File: config.mk
export PLATFORM = sky130hd
export DESIGN_NAME = masked_vec_unit
export DESIGN_NICKNAME = d
export VERILOG_FILES = /design/src/rtl/vmask_pkg.sv /design/src/rtl/vmask_alu.sv /design/src/rtl/vmask_scan.sv /design/src/rtl/vmask_cmp.sv /design/src/rtl/masked_vec_unit.sv
export SDC_FILE = /design/constraint.sdc
export NUM_CORES = 1
export LEC_CHECK = 0
export ABC_AREA = 1
export BUFFER_PORTS_ARGS = -buffer_cell sky130_fd_sc_hd__buf_2
export CORE_ASPECT_RATIO = 0.7
export CORE_MARGIN = 1.5
export CORE_UTILIZATION = 62
export DETAILED_ROUTE_END_ITERATION = 10
export MAX_ROUTING_LAYER = met4
export PLACE_DENSITY = 0.94
export SYNTH_ARGS = -nofsm -noshare
export SYNTH_HDL_FRONTEND = slang
export SYNTH_SLANG_ARGS = --single-unit
File: constraint.sdc
create_clock -name clk -period 12.4 [get_ports clk]
set_input_delay 0.62 -clock clk [delete_from_list [all_inputs] [get_ports clk]]
set_output_delay 0.62 -clock clk [all_outputs]
set_load 0.01 [all_outputs]
File: src/rtl/vmask_pkg.sv
// Shared command codes for the masked vector unit.
// Assumes a 3-bit command field; codes 6 and 7 are reserved no-ops.
package vmask_pkg;
    typedef enum logic [2:0] {
        VOP_ADD  = 3'd0,
        VOP_SUB  = 3'd1,
        VOP_AND  = 3'd2,
        VOP_OR   = 3'd3,
        VOP_MSET = 3'd4,
        VOP_MGT  = 3'd5,
        VOP_RSV6 = 3'd6,
        VOP_RSV7 = 3'd7
    } vop_e;
endpackage

File: src/rtl/vmask_alu.sv
// Element operation: combines one element of each source under the command code.
// Assumes the caller only uses the result for arithmetic codes (0..3).
module vmask_alu
    import vmask_pkg::*;
#(
    parameter int EW = 16
) (
    input  vop_e          op,
    input  logic [EW-1:0] a,
    input  logic [EW-1:0] b,
    output logic [EW-1:0] y
);
    // Select the element result; wrap-around arithmetic.
    always_comb begin
        case (op)
            VOP_ADD: y = a + b;
            VOP_SUB: y = a - b;
            VOP_AND: y = a & b;
            VOP_OR:  y = a | b;
            default: y = '0;
        endcase
    end
endmodule

File: src/rtl/vmask_scan.sv
// Finds the lowest enabled element at or above a start index and below the
// vector length. Also reports whether a further enabled element follows.
// Assumes vl <= NELEM.
module vmask_scan #(
    parameter int NELEM = 8,
    parameter int IW    = 4
) (
    input  logic [NELEM-1:0] mask,
    input  logic [IW-1:0]    vl,
    input  logic [IW-1:0]    from,
    output logic             found,
    output logic [IW-1:0]    pos,
    output logic             more
);
    // Priority search from low to high index, flagging a second hit.
    always_comb begin
        found = 1'b0;
        more  = 1'b0;
        pos   = '0;
        for (int i = 0; i < NELEM; i++) begin
            if (mask[i] && (IW'(i) < vl) && (IW'(i) >= from)) begin
                if (found) begin
                    more = 1'b1;
                end else begin
                    found = 1'b1;
                    pos   = IW'(i);
                end
            end
        end
    end
endmodule

File: src/rtl/vmask_cmp.sv
// Builds a new mask from a signed element-versus-scalar greater-than test.
// Lanes at or above the vector length yield 0.
module vmask_cmp #(
    parameter int NELEM = 8,
    parameter int EW    = 16,
    parameter int IW    = 4
) (
    input  logic [NELEM*EW-1:0] vec,
    input  logic [EW-1:0]       scalar,
    input  logic [IW-1:0]       vl,
    output logic [NELEM-1:0]    mask
);
    for (genvar g = 0; g < NELEM; g++) begin : g_lane
        // One comparator per lane, gated by the vector length.
        assign mask[g] = (IW'(g) < vl) &&
                         ($signed(vec[g*EW +: EW]) > $signed(scalar));
    end
endmodule

File: src/rtl/masked_vec_unit.sv
// Masked vector execution unit: applies an element operation under a mask,
// using either a stepping schedule (all elements, gated writes) or a
// skipping schedule (only enabled elements). Mask commands set all bits or
// load a compare result. Assumes vl <= NELEM; operands are latched at start.
module masked_vec_unit
    import vmask_pkg::*;
#(
    parameter int NELEM = 8,
    parameter int EW    = 16,
    localparam int IW   = $clog2(NELEM + 1)
) (
    input  logic                clk,
    input  logic                rst_n,
    input  logic                start,
    input  logic                dense_mode,
    input  logic [2:0]          op,
    input  logic [IW-1:0]       vl,
    input  logic [NELEM*EW-1:0] src_a,
    input  logic [NELEM*EW-1:0] src_b,
    input  logic [EW-1:0]       scalar,
    output logic                busy,
    output logic                done,
    output logic                wr_en,
    output logic [IW-1:0]       wr_idx,
    output logic [EW-1:0]       wr_data
);
    localparam int VW = NELEM * EW;

    logic              busy_q;
    logic              dense_q;
    vop_e              op_q;
    logic [IW-1:0]     vl_q;
    logic [VW-1:0]     a_q;
    logic [VW-1:0]     b_q;
    logic [EW-1:0]     s_q;
    logic [IW-1:0]     cur_q;
    logic [NELEM-1:0]  mask_q;

    logic              arith;
    logic              scan_found;
    logic              scan_more;
    logic [IW-1:0]     scan_pos;
    logic [IW-1:0]     idx;
    logic              we;
    logic              last;
    logic [IW-1:0]     cur_nxt;
    logic [EW-1:0]     a_el;
    logic [EW-1:0]     b_el;
    logic [EW-1:0]     alu_y;
    logic [NELEM-1:0]  cmp_mask;

    assign arith = (op_q[2] == 1'b0);

    vmask_scan #(.NELEM(NELEM), .IW(IW)) u_scan (
        .mask  (mask_q),
        .vl    (vl_q),
        .from  (cur_q),
        .found (scan_found),
        .pos   (scan_pos),
        .more  (scan_more)
    );

    vmask_cmp #(.NELEM(NELEM), .EW(EW), .IW(IW)) u_cmp (
        .vec    (a_q),
        .scalar (s_q),
        .vl     (vl_q),
        .mask   (cmp_mask)
    );

    // Pick the element of this cycle and decide write strobe and end of run.
    always_comb begin
        idx     = dense_q ? scan_pos : cur_q;
        cur_nxt = idx + IW'(1);
        if (arith) begin
            if (dense_q) begin
                we   = scan_found;
                last = !scan_more;
            end else begin
                we   = (idx < vl_q) && |(mask_q & (NELEM'(1) << idx));
                last = ({1'b0, cur_q} + (IW+1)'(1)) >= {1'b0, vl_q};
            end
        end else begin
            we   = 1'b0;
            last = 1'b1;
        end
    end

    assign a_el = EW'(a_q >> (idx * EW));
    assign b_el = EW'(b_q >> (idx * EW));

    vmask_alu #(.EW(EW)) u_alu (
        .op (op_q),
        .a  (a_el),
        .b  (b_el),
        .y  (alu_y)
    );

    // Command sequencing, operand capture and mask updates.
    always_ff @(posedge clk) begin
        if (!rst_n) begin
            busy_q  <= 1'b0;
            dense_q <= 1'b0;
            op_q    <= VOP_ADD;
            vl_q    <= '0;
            a_q     <= '0;
            b_q     <= '0;
            s_q     <= '0;
            cur_q   <= '0;
            mask_q  <= '1;
        end else if (!busy_q) begin
            if (start) begin
                busy_q  <= 1'b1;
                dense_q <= dense_mode;
                op_q    <= vop_e'(op);
                vl_q    <= vl;
                a_q     <= src_a;
                b_q     <= src_b;
                s_q     <= scalar;
                cur_q   <= '0;
            end
        end else if (last) begin
            busy_q <= 1'b0;
            if (op_q == VOP_MSET) mask_q <= '1;
            if (op_q == VOP_MGT)  mask_q <= cmp_mask;
        end else begin
            cur_q <= cur_nxt;
        end
    end

    assign busy    = busy_q;
    assign done    = busy_q && last;
    assign wr_en   = busy_q && we;
    assign wr_idx  = idx;
    assign wr_data = alu_y;
endmodule

==> qor.txt, run 1 <==
number of global-route vias before repair: 17200
Post-Layout Cell Count: 3195
largest net degree at the start of global routing: 235
crit-path max FO: 49
dominant cell type by area after synthesis: dfxtp_1
hold_buf cts: 0
DR pass1 iterations: 6
depth of the most critical reg-to-reg path: 16
routed vias/inst: 6.09
Synth cell types: 58
CORE AREA: 27900 µm²
Async SR Flop Fraction: 0
clk slew on worst S/H paths: 0.06 ns
register area share after synthesis: 0.333
Required @ worst endpoint: 11.78 ns
global-route wire length before repair: 97.5 mm
outcome: finished clean
CTS root buffer: clkbuf_16
Clock Tree Buf Depth: 3
Synth warnings: 0
clk_lat worst skew: 0.61 ns
count of final hold-check violations: 0
Hold Path Origin: src_a[54]
Max Clk Rate: 118 MHz
routed length per instance: 20.6 µm
setup slack, reg-to-reg: 8.12 ns
cts bufs inserted: 28
worst hold-check path type: input pin to flop
max incr delay on CP: 0.56 ns
clk sinks: 293
final setup violating endpoints: 0
pwr dens: 158 nW/µm²
Mean Syn Cell Area: 6.78 µm²
HPWL Detailed: 48.1 mm
r2r startpoint: cur_q[1]
most common cell in the netlist: nor2_1
# H-tree levels: 1
Post-CTS Resized: 0
Synth top area share: 0.333
Hold Crit Endpoint: a_q[54]
initial antenna violation count: 6
RePlAce Congestion: 1.04
Iteration-0 DRC Markers: 2782
critical path's most frequent cell: nand2_1
nets: 3244
Residual DRC: 0
Slowest-stage cell, CP: buf_4
Syn Inst Count: 2600
Worst Slack Setup Final: 3.94 ns
top cells by count, synth: 565 x nor2_1, 413 x nand2_1, 328 x o21ai_0
Die X: 205 µm
Setup WS pre-CTS: 4.72 ns
top_reg_cell synth: dfxtp_1
IO Count: 306
CP endpoint kind: primary output
CTS tree: built
fillcell total: 2296
Post-DP Area: 19100 µm²
crit share post-route: 0.682
GRT Residual Overflow: 0
Slew @ Worst Pin: 1.16 ns
crit path DAT: 7.84 ns
reg-to-reg endpoint: cur_q[2]
Total Neg Setup Slack: 0 ns
final wirelength: 65.8 mm
Tmin final: 8.46 ns
syn_nets: 3046
post-route cell area: 20100 µm²
die area: 29500 µm²
Critical Path Start Type: flop
worst hold path depth: 3
Via Count: 19400
Initial Util: 0.632
placed cells: 3139
fin. max-slew vios: 0
Setup Fix Bufs, Post-CTS: 0
remaining antenna violation count: 0
Post-Syn Area: 17600 µm²
Rows: 51
Clock Skew: 0.0524 ns
Peak VDD IR: 0.000107 V
RSZ-0062 raised after global routing: false
Die Ht: 144 µm
WS Path Type: flop to primary output
share of layout cells above drive strength 1: 0.147
number of flops mapped to enable cells by yosys: 0
Port Buffers: 305
max-cap viol count: 0
Total GRT Usage: 0.447
Lkg Pwr: 9.48 nW
Power Total: 3.16 mW
Area contributors post-synth: dfxtp_1 33%, nor2_1 12%, ha_1 11%
synthesized flop and latch total: 293
Slew headroom: 0.224
P&R area growth vs syn: 13.8%
## area by class of cell
cell class / instances / area, µm² / area share
Sequential cell: 293 / 5870 / 0.292
Multi-Input combinational cell: 2028 / 10600 / 0.528
Antenna cell: 7 / 17.5 / 0.000873
Clock inverter: 10 / 160 / 0.00798
Inverter: 125 / 477 / 0.0238
Tap cell: 371 / 464 / 0.0231
Clock buffer: 39 / 812 / 0.0405
Timing Repair Buffer: 322 / 1670 / 0.0834
## worst max-delay path, delay by kind of cell, from the launching register on
family,cells,cell delay (ns)
simple gates,29,3.62
buf+inv,8,1.77
fa+ha+maj,3,0.92
compound gates,6,0.56
flops,1,0.35
## sequential cells by signal, summed over array words and instances (netlist names)
register	cells
s_q	16
vl_q	4
a_q	128
mask_q	8
op_q	3
dense_q	1
busy	1
b_q	128
cur_q	4
## power by group
part           switching (mW)  leakage, nW  internal [mW]  total, mW
clock                   0.397        0.474          0.521      0.918
sequential             0.0814         2.43           1.02       1.11
combinational           0.752         6.57          0.384       1.14
## logic make-up after synthesis
| family | synth area share |
|---|---|
| and+or+nand+nor | 0.308 |
| AOI/OAI and AO/OA | 0.167 |
| DFF | 0.333 |
| buffers and inverters | 0.0674 |
| adders and majority gates | 0.116 |
| xor gates and xnor gates | 0.00795 |
| muxes | 0.000568 |
## cells in the final DEF, fill, tap and decap left out, drive strengths merged, types with 2 or more instances in the layout
cell type  synthesis  layout
a211oi             9       9
o221ai             8       8
nor3              14      14
clkbuf           107      39
nand2            425     425
nor3b              2       2
a21o               5       5
a211o              2       2
inv              125     126
o21a               2       2
xnor2              2       2
nor4               4       4
o21ai            340     340
diode              0       7
o211ai            17      17
dfxtp            293     293
nand3            262     262
xor2              14      14
o31ai              5       5
a21oi            134     134
bufinv             0       3
nand4             16      16
a31oi              4       4
or2                3       3
nor2             574     574
o2111ai            7       7
o311ai             2       2
ha               162     162
buf               47     322
clkinv             0       5
## how the worst max path moves through the flow
stage / startpoint / end / cells past startpoint
floorplan: cur_q[0] / wr_data[12] / 41
global placement: cur_q[0] / wr_data[12] / 46
detailed placement: cur_q[0] / wr_data[12] / 46
CTS: cur_q[0] / wr_data[12] / 46
global route: cur_q[0] / wr_data[12] / 46
finish: cur_q[0] / wr_data[12] / 46
## per-stage QoR
stage,util,hold slack [ns]
2_1_floorplan,-,0.450
5_1_grt,0.719,0.277
3_5_place_dp,0.684,0.472
3_3_place_gp,0.684,0.463
6_report,0.719,0.258
4_1_cts,0.719,0.261
## metal layers
layer,GRT usage,part of all wire,vias to the layer above
met1,0.612,0.42,8961
met2,0.609,0.40,1199
met3,0.162,0.14,187
met5,-,0,-
li1,-,-,9100
met4,0.129,0.032,0
Note: power is estimated with default switching activity, not from simulation.
==> run 2: changes to the inputs <==
--- a/config.mk
+++ b/config.mk
@@ -5,14 +5,14 @@
 export SDC_FILE = /design/constraint.sdc
 export NUM_CORES = 1
 export LEC_CHECK = 0
-export ABC_AREA = 1
+export ABC_AREA = 0
 export BUFFER_PORTS_ARGS = -buffer_cell sky130_fd_sc_hd__buf_2
 export CORE_ASPECT_RATIO = 0.7
 export CORE_MARGIN = 1.5
-export CORE_UTILIZATION = 62
+export CORE_UTILIZATION = 58
 export DETAILED_ROUTE_END_ITERATION = 10
 export MAX_ROUTING_LAYER = met4
-export PLACE_DENSITY = 0.94
+export PLACE_DENSITY = 0.89
 export SYNTH_ARGS = -nofsm -noshare
 export SYNTH_HDL_FRONTEND = slang
 export SYNTH_SLANG_ARGS = --single-unit
==> constraint.sdc (replaced) <==
create_clock -name clk -period 8.85 [get_ports clk]
set_input_delay 0.4425 -clock clk [delete_from_list [all_inputs] [get_ports clk]]
set_output_delay 0.4425 -clock clk [all_outputs]
set_load 0.01 [all_outputs]
==> run 2 against run 1 <==
Sequential share of layout area is 0.89 points lower. Synthesized area is 2.7% higher. Hold slack got worse by 0.15 ns. Critical endpoint is now wr_data[15]. Critical path depth shrank 18. Largest cell class unchanged. Clock power grew 45%.
==> qor.txt, run 2 <==
RePlAce Congestion: 1.02
Psw: 1.28 mW
P&R area growth vs syn: 14.3%
Rows: 53
routed length per instance: 20.2 µm
Residual DRC: 0
Setup Fix Bufs, Post-CTS: 0
max-cap viol count: 0
RSZ-0062 raised after global routing: false
Tmin final: 8.03 ns
Total GRT Usage: 0.357
Logic pwr share: 0.289
Critical Path Start Type: flop
global-route wire length before repair: 87.6 mm
Seq pwr share: 0.376
Crit. Startpoint: cur_q[0]
Slew headroom: 0.196
Post-CTS Resized: 0
Mean Syn Cell Area: 8.26 µm²
most common library cell in the layout ignoring fill and taps: nand2_1
outcome: finished clean
Clock Skew: 0.0212 ns
Syn Inst Count: 2192
clock share of power: 0.335
top_reg_cell synth: dfxtp_1
Clock Tree Buf Depth: 3
hold_buf cts: 0
post-route cell area: 20700 µm²
Worst Path Buf+Inv: 4
top cells by count, synth: 674 x nand2_1, 293 x dfxtp_1, 289 x a21boi_0
CP endpoint kind: primary output
Max Clk Rate: 124 MHz
Die Ht: 151 µm
Slew @ Worst Pin: 1.21 ns
CORE AREA: 30400 µm²
worst hold-check path type: input pin to flop
Switching Share: 0.324
final setup violating endpoints: 0
clk_lat worst skew: 0.58 ns
max incr delay on CP: 0.46 ns
crit path DAT: 7.59 ns
crit-path max FO: 30
routed vias/inst: 6.07
Slowest-stage cell, CP: nand2_4
register area share after synthesis: 0.324
IO Count: 306
Via Count: 17200
Hold Path Origin: op[2]
final wirelength: 57.5 mm
clk sinks: 293
Lkg Pwr: 8.80 nW
most common cell in the netlist: nand2_1
count of final hold-check violations: 0
number of flops mapped to enable cells by yosys: 0
r2r startpoint: cur_q[0]
CTS root buffer: clkbuf_16
Initial Util: 0.596
HPWL Detailed: 43.9 mm
cts bufs inserted: 28
Synth top area share: 0.324
dominant cell type by area after synthesis: dfxtp_1
Port Buffers: 305
Post-Syn Area: 18100 µm²
pwr dens: 191 nW/µm²
Iteration-0 DRC Markers: 2071
synthesized flop and latch total: 293
die area: 32300 µm²
Async SR Flop Fraction: 0
largest net degree at the start of global routing: 190
fin. max-slew vios: 0
nets: 2852
Post-DP Area: 19700 µm²
Synth warnings: 0
crit share post-route: 0.908
number of global-route vias before repair: 16000
P_int: 2.68 mW
clk slew on worst S/H paths: 0.07 ns
most frequent cells in the layout: 673 x nand2_1, 304 x buf_2, 293 x dfxtp_1, 289 x a21boi_0, 162 x ha_1
DR pass1 iterations: 5
Synth cell types: 85
biggest registers after layout: a_q: 128 flops, b_q: 128 flops, s_q: 16 flops
Required @ worst endpoint: 8.41 ns
WS Path Type: flop to primary output
share of layout cells above drive strength 1: 0.183
CTS tree: built
Die X: 214 µm
# H-tree levels: 1
critical path's most frequent cell: o21ai_0
Area contributors post-synth: dfxtp_1 32%, nand2_1 14%, a21boi_0 12%
cell family with most CP delay: compound AO/OA/AOI/OAI gates
Total Neg Setup Slack: 0 ns
hold slack: 0.111 ns
Peak VDD IR: 0.000141 V
initial antenna violation count: 4
GRT Residual Overflow: 0
remaining antenna violation count: 0
syn_nets: 2638
[run 2: cell count changes in the layout (fill, tap and decap cells not counted), moves of 56 or more]
cell      delta
nand2_1    +262
nor2_1     -504
a21oi_1     -69
o21ai_0    -275
inv_1       -56
nand3_1    -251
a21boi_0   +288
[run 2: final timing paths]
check                      to  slack [ns]  depth (start not counted)
setup / recovery  wr_data[15]        0.82                         28
hold / removal        op_q[2]        0.11                          3
hold reg to reg      b_q[100]        0.46                          2
setup reg to reg     cur_q[2]        4.80                         13
[run 2: worst reg2reg max path, delay by kind of cell, from the launching register on]
family / cells / cell delay [ns]
flops: 1 / 0.41
fa+ha+maj: 3 / 0.79
compound gates: 4 / 1.02
simple gates: 4 / 0.96
buf+inv: 2 / 0.75
[run 2: cells by family after synthesis]
group / count (synthesis) / synth area share
AOI/OAI and AO/OA: 565 / 0.223
xor gates and xnor gates: 25 / 0.0129
adders and majority gates: 169 / 0.116
buffers and inverters: 194 / 0.0459
DFF: 293 / 0.324
muxes: 70 / 0.0751
and+or+nand+nor: 876 / 0.203
[run 2: metrics by stage]
step	instances	setup slack, ns	util	power [mW]
5_1_grt	2841	0.234	0.681	4.13
2_1_floorplan	2192	2.31	-	2.27
4_1_cts	2837	0.971	0.681	3.93
3_5_place_dp	2788	1.60	0.648	2.62
6_report	2841	0.816	0.681	3.96
3_3_place_gp	2788	1.81	0.648	2.59
[run 2: metal layers]
metal,vias up,part of all wire,track usage
li1,8077,-,-
met1,8217,0.44,0.505
met2,840,0.42,0.501
met3,113,0.12,0.0912
met4,0,0.025,0.102
met5,-,0,-
[run 2: power groups by stage]
stage,clock (mW),sequential [mW],combinational [mW]
2_1_floorplan,0,1.47,0.806
3_3_place_gp,0,1.51,1.08
3_5_place_dp,0,1.51,1.11
4_1_cts,1.33,1.48,1.12
5_1_grt,1.38,1.49,1.26
6_report,1.33,1.49,1.14
[run 2: area by class of cell]
cell class	count	area, µm²
antenna	4	10.0
clock buffer	36	802
clock inverter	13	203
fill	2478	9680
inverter	60	228
multi-input combinational	1705	11400
sequential	293	5870
tap	412	515
timing repair buffer	318	1640
==> run 3: changes to the inputs <==
--- a/config.mk
+++ b/config.mk
@@ -9,10 +9,10 @@
 export BUFFER_PORTS_ARGS = -buffer_cell sky130_fd_sc_hd__buf_2
 export CORE_ASPECT_RATIO = 0.7
 export CORE_MARGIN = 1.5
-export CORE_UTILIZATION = 58
+export CORE_UTILIZATION = 25
 export DETAILED_ROUTE_END_ITERATION = 10
 export MAX_ROUTING_LAYER = met4
-export PLACE_DENSITY = 0.89
+export PLACE_DENSITY = 0.5
 export SYNTH_ARGS = -nofsm -noshare
 export SYNTH_HDL_FRONTEND = slang
 export SYNTH_SLANG_ARGS = --single-unit
==> constraint.sdc (replaced) <==
create_clock -name clk -period 7.18 [get_ports clk]
set_input_delay 0.359 -clock clk [delete_from_list [all_inputs] [get_ports clk]]
set_output_delay 0.359 -clock clk [all_outputs]
set_load 0.01 [all_outputs]
==> run 3 against run 2 <==
Die area is 130% higher. Wire length is 22% higher. Combinational power is 36% higher. Power is 33% higher. Core utilization is 37 points lower. Sequential share of layout area is 1.8 points lower.
==> qor.txt, run 3 (synthesized netlist as in run 2, its figures left out) <==
Clock Skew: 0.0242 ns
Tmin final: 6.89 ns
HPWL Detailed: 54.3 mm
Total GRT Usage: 0.190
final setup violating endpoints: 0
most frequent cells in the layout: 673 x nand2_1, 304 x buf_2, 289 x dfxtp_1, 286 x a21boi_0, 161 x ha_1
remaining antenna violation count: 0
RePlAce Congestion: 0.898
Peak VDD IR: 0.0000974 V
routing usage on met1: 0.280
max-cap viol count: 0
clk_lat worst skew: 0.58 ns
CTS tree: built
Max Clk Rate: 145 MHz
CORE AREA: 71600 µm²
CP endpoint kind: primary output
cts bufs inserted: 36
final wirelength: 70.0 mm
number of global-route vias before repair: 16600
Port Buffers: 305
biggest registers after layout: a_q: 128 flops, b_q: 128 flops, s_q: 16 flops
Most Used Layer, Global Route: met1
crit path DAT: 6.53 ns
clk slew on worst S/H paths: 0.06 ns
Die X: 325 µm
die area: 74100 µm²
Die Ht: 228 µm
worst hold-check path type: input pin to flop
# H-tree levels: 2
count of final hold-check violations: 0
Lkg Pwr: 9.14 nW
Worst Slack Setup Final: 0.291 ns
global-route wire length before repair: 105 mm
crit share post-route: 0.959
Setup WS pre-CTS: 0.0418 ns
M3 GR Usage: 0.0405
clk sinks: 293
Iteration-0 DRC Markers: 1237
met2 Usage GRT: 0.266
post-route cell area: 22100 µm²
DR pass1 iterations: 5
Required @ worst endpoint: 6.82 ns
Clock Tree Buf Depth: 3
GRT Residual Overflow: 0
Post-Layout Cell Count: 3451
Critical Path Start Type: flop
placed cells: 3353
crit-path max FO: 12
Post-DP Area: 20500 µm²
initial antenna violation count: 10
share of layout cells above drive strength 1: 0.211
Residual DRC: 0
IO Count: 306
Slew @ Worst Pin: 1.26 ns
nets: 2896
Slew headroom: 0.162
most common library cell in the layout ignoring fill and taps: nand2_1
fin. max-slew vios: 0
routed length per instance: 20.3 µm
fillcell total: 7762
Via Count: 16900
routed vias/inst: 4.89
pwr dens: 237 nW/µm²
WS Path Type: flop to primary output
CTS root buffer: clkbuf_16
Initial Util: 0.253
largest net degree at the start of global routing: 211
Rows: 82
P&R area growth vs syn: 22.2%
outcome: finished clean
[run 3: cell count changes in the layout (fill, tap and decap cells not counted), sizes merged]
| cell | before | now |
|---|---|---|
| or2 | 1 | 2 |
| buf | 318 | 351 |
| clkinv | 5 | 9 |
| clkbuf | 36 | 53 |
| dlygate4sd3 | 0 | 1 |
| bufinv | 5 | 1 |
| diode | 4 | 9 |
| clkinvlp | 2 | 3 |
| inv | 61 | 59 |
[run 3: metal layers]
| metal | up-vias | wire length (µm) |
|---|---|---|
| li1 | 8183 | - |
| met3 | 66 | 4480 |
| met1 | 8189 | 36200 |
| met4 | 0 | 917 |
| met5 | - | 0 |
| met2 | 453 | 28400 |
[run 3: final cells by class]
type                       count  area [µm²]  area share
clock inverter                12         135     0.00611
antenna                        9        22.5     0.00102
clock buffer                  52        1060      0.0480
inverter                      60         238      0.0107
timing repair buffer         353        1980      0.0894
tap                          966        1210      0.0546
multi-input combinational   1706       11600       0.524
sequential                   293        5870       0.266
[run 3: report_power, final]
group | internal [mW] | switching (mW)
clock network | 1.08 | 0.788
registers | 1.73 | 0.107
logic | 0.663 | 0.884
[run 3: repair_timing]
action	in CTS	in global routing
pin swaps	4	14
endpoints found under the setup margin	8	9
gates resized for setup	16	40
hold endpoints to repair	1	0
cloned	1	1
buffers inserted	8	14
hold buffers	1	0
[run 3: path summary, 6_finish.rpt]
path            endpoint  slack, ns      start  cells past startpoint
min reg2reg      b_q[76]       0.46    b_q[76]                      2
max reg2reg     cur_q[2]       3.75   cur_q[1]                     14
min              a_q[20]       0.03  src_a[20]                      3
max          wr_data[15]       0.29   cur_q[1]                     25
[run 3: metrics by stage]
stage | power, mW | hold WS [ns] | util | TNS (ns)
final | 5.24 | 0.0282 | 0.309 | 0
after global routing | 5.54 | 0.0230 | 0.309 | -0.0333
after CTS | 5.25 | 0.00379 | 0.305 | 0
after detailed placement | 3.34 | 0.457 | 0.286 | 0
after global placement | 3.31 | 0.453 | 0.286 | 0
after floorplan | 2.80 | 0.439 | - | 0
[run 3: worst max-delay path, stage by stage (launching register included)]
cell,delay [ns]
dfxtp_4,0.38
ha_2,0.21
nor2b_2,0.18
a2111oi_4,0.37
o211ai_1,0.21
nor4_4,0.37
buf_4,0.18
or2_2,0.15
buf_4,0.14
buf_4,0.25
nand2_1,0.14
o221ai_1,0.36
and4b_1,0.31
o21ai_1,0.13
nor3_2,0.26
buf_4,0.15
buf_4,0.10
a21oi_1,0.07
xnor2_1,0.18
ha_1,0.37
nor2_1,0.07
o41a_1,0.42
o21ai_1,0.19
xnor3_1,0.42
a21o_1,0.18
buf_2,0.14
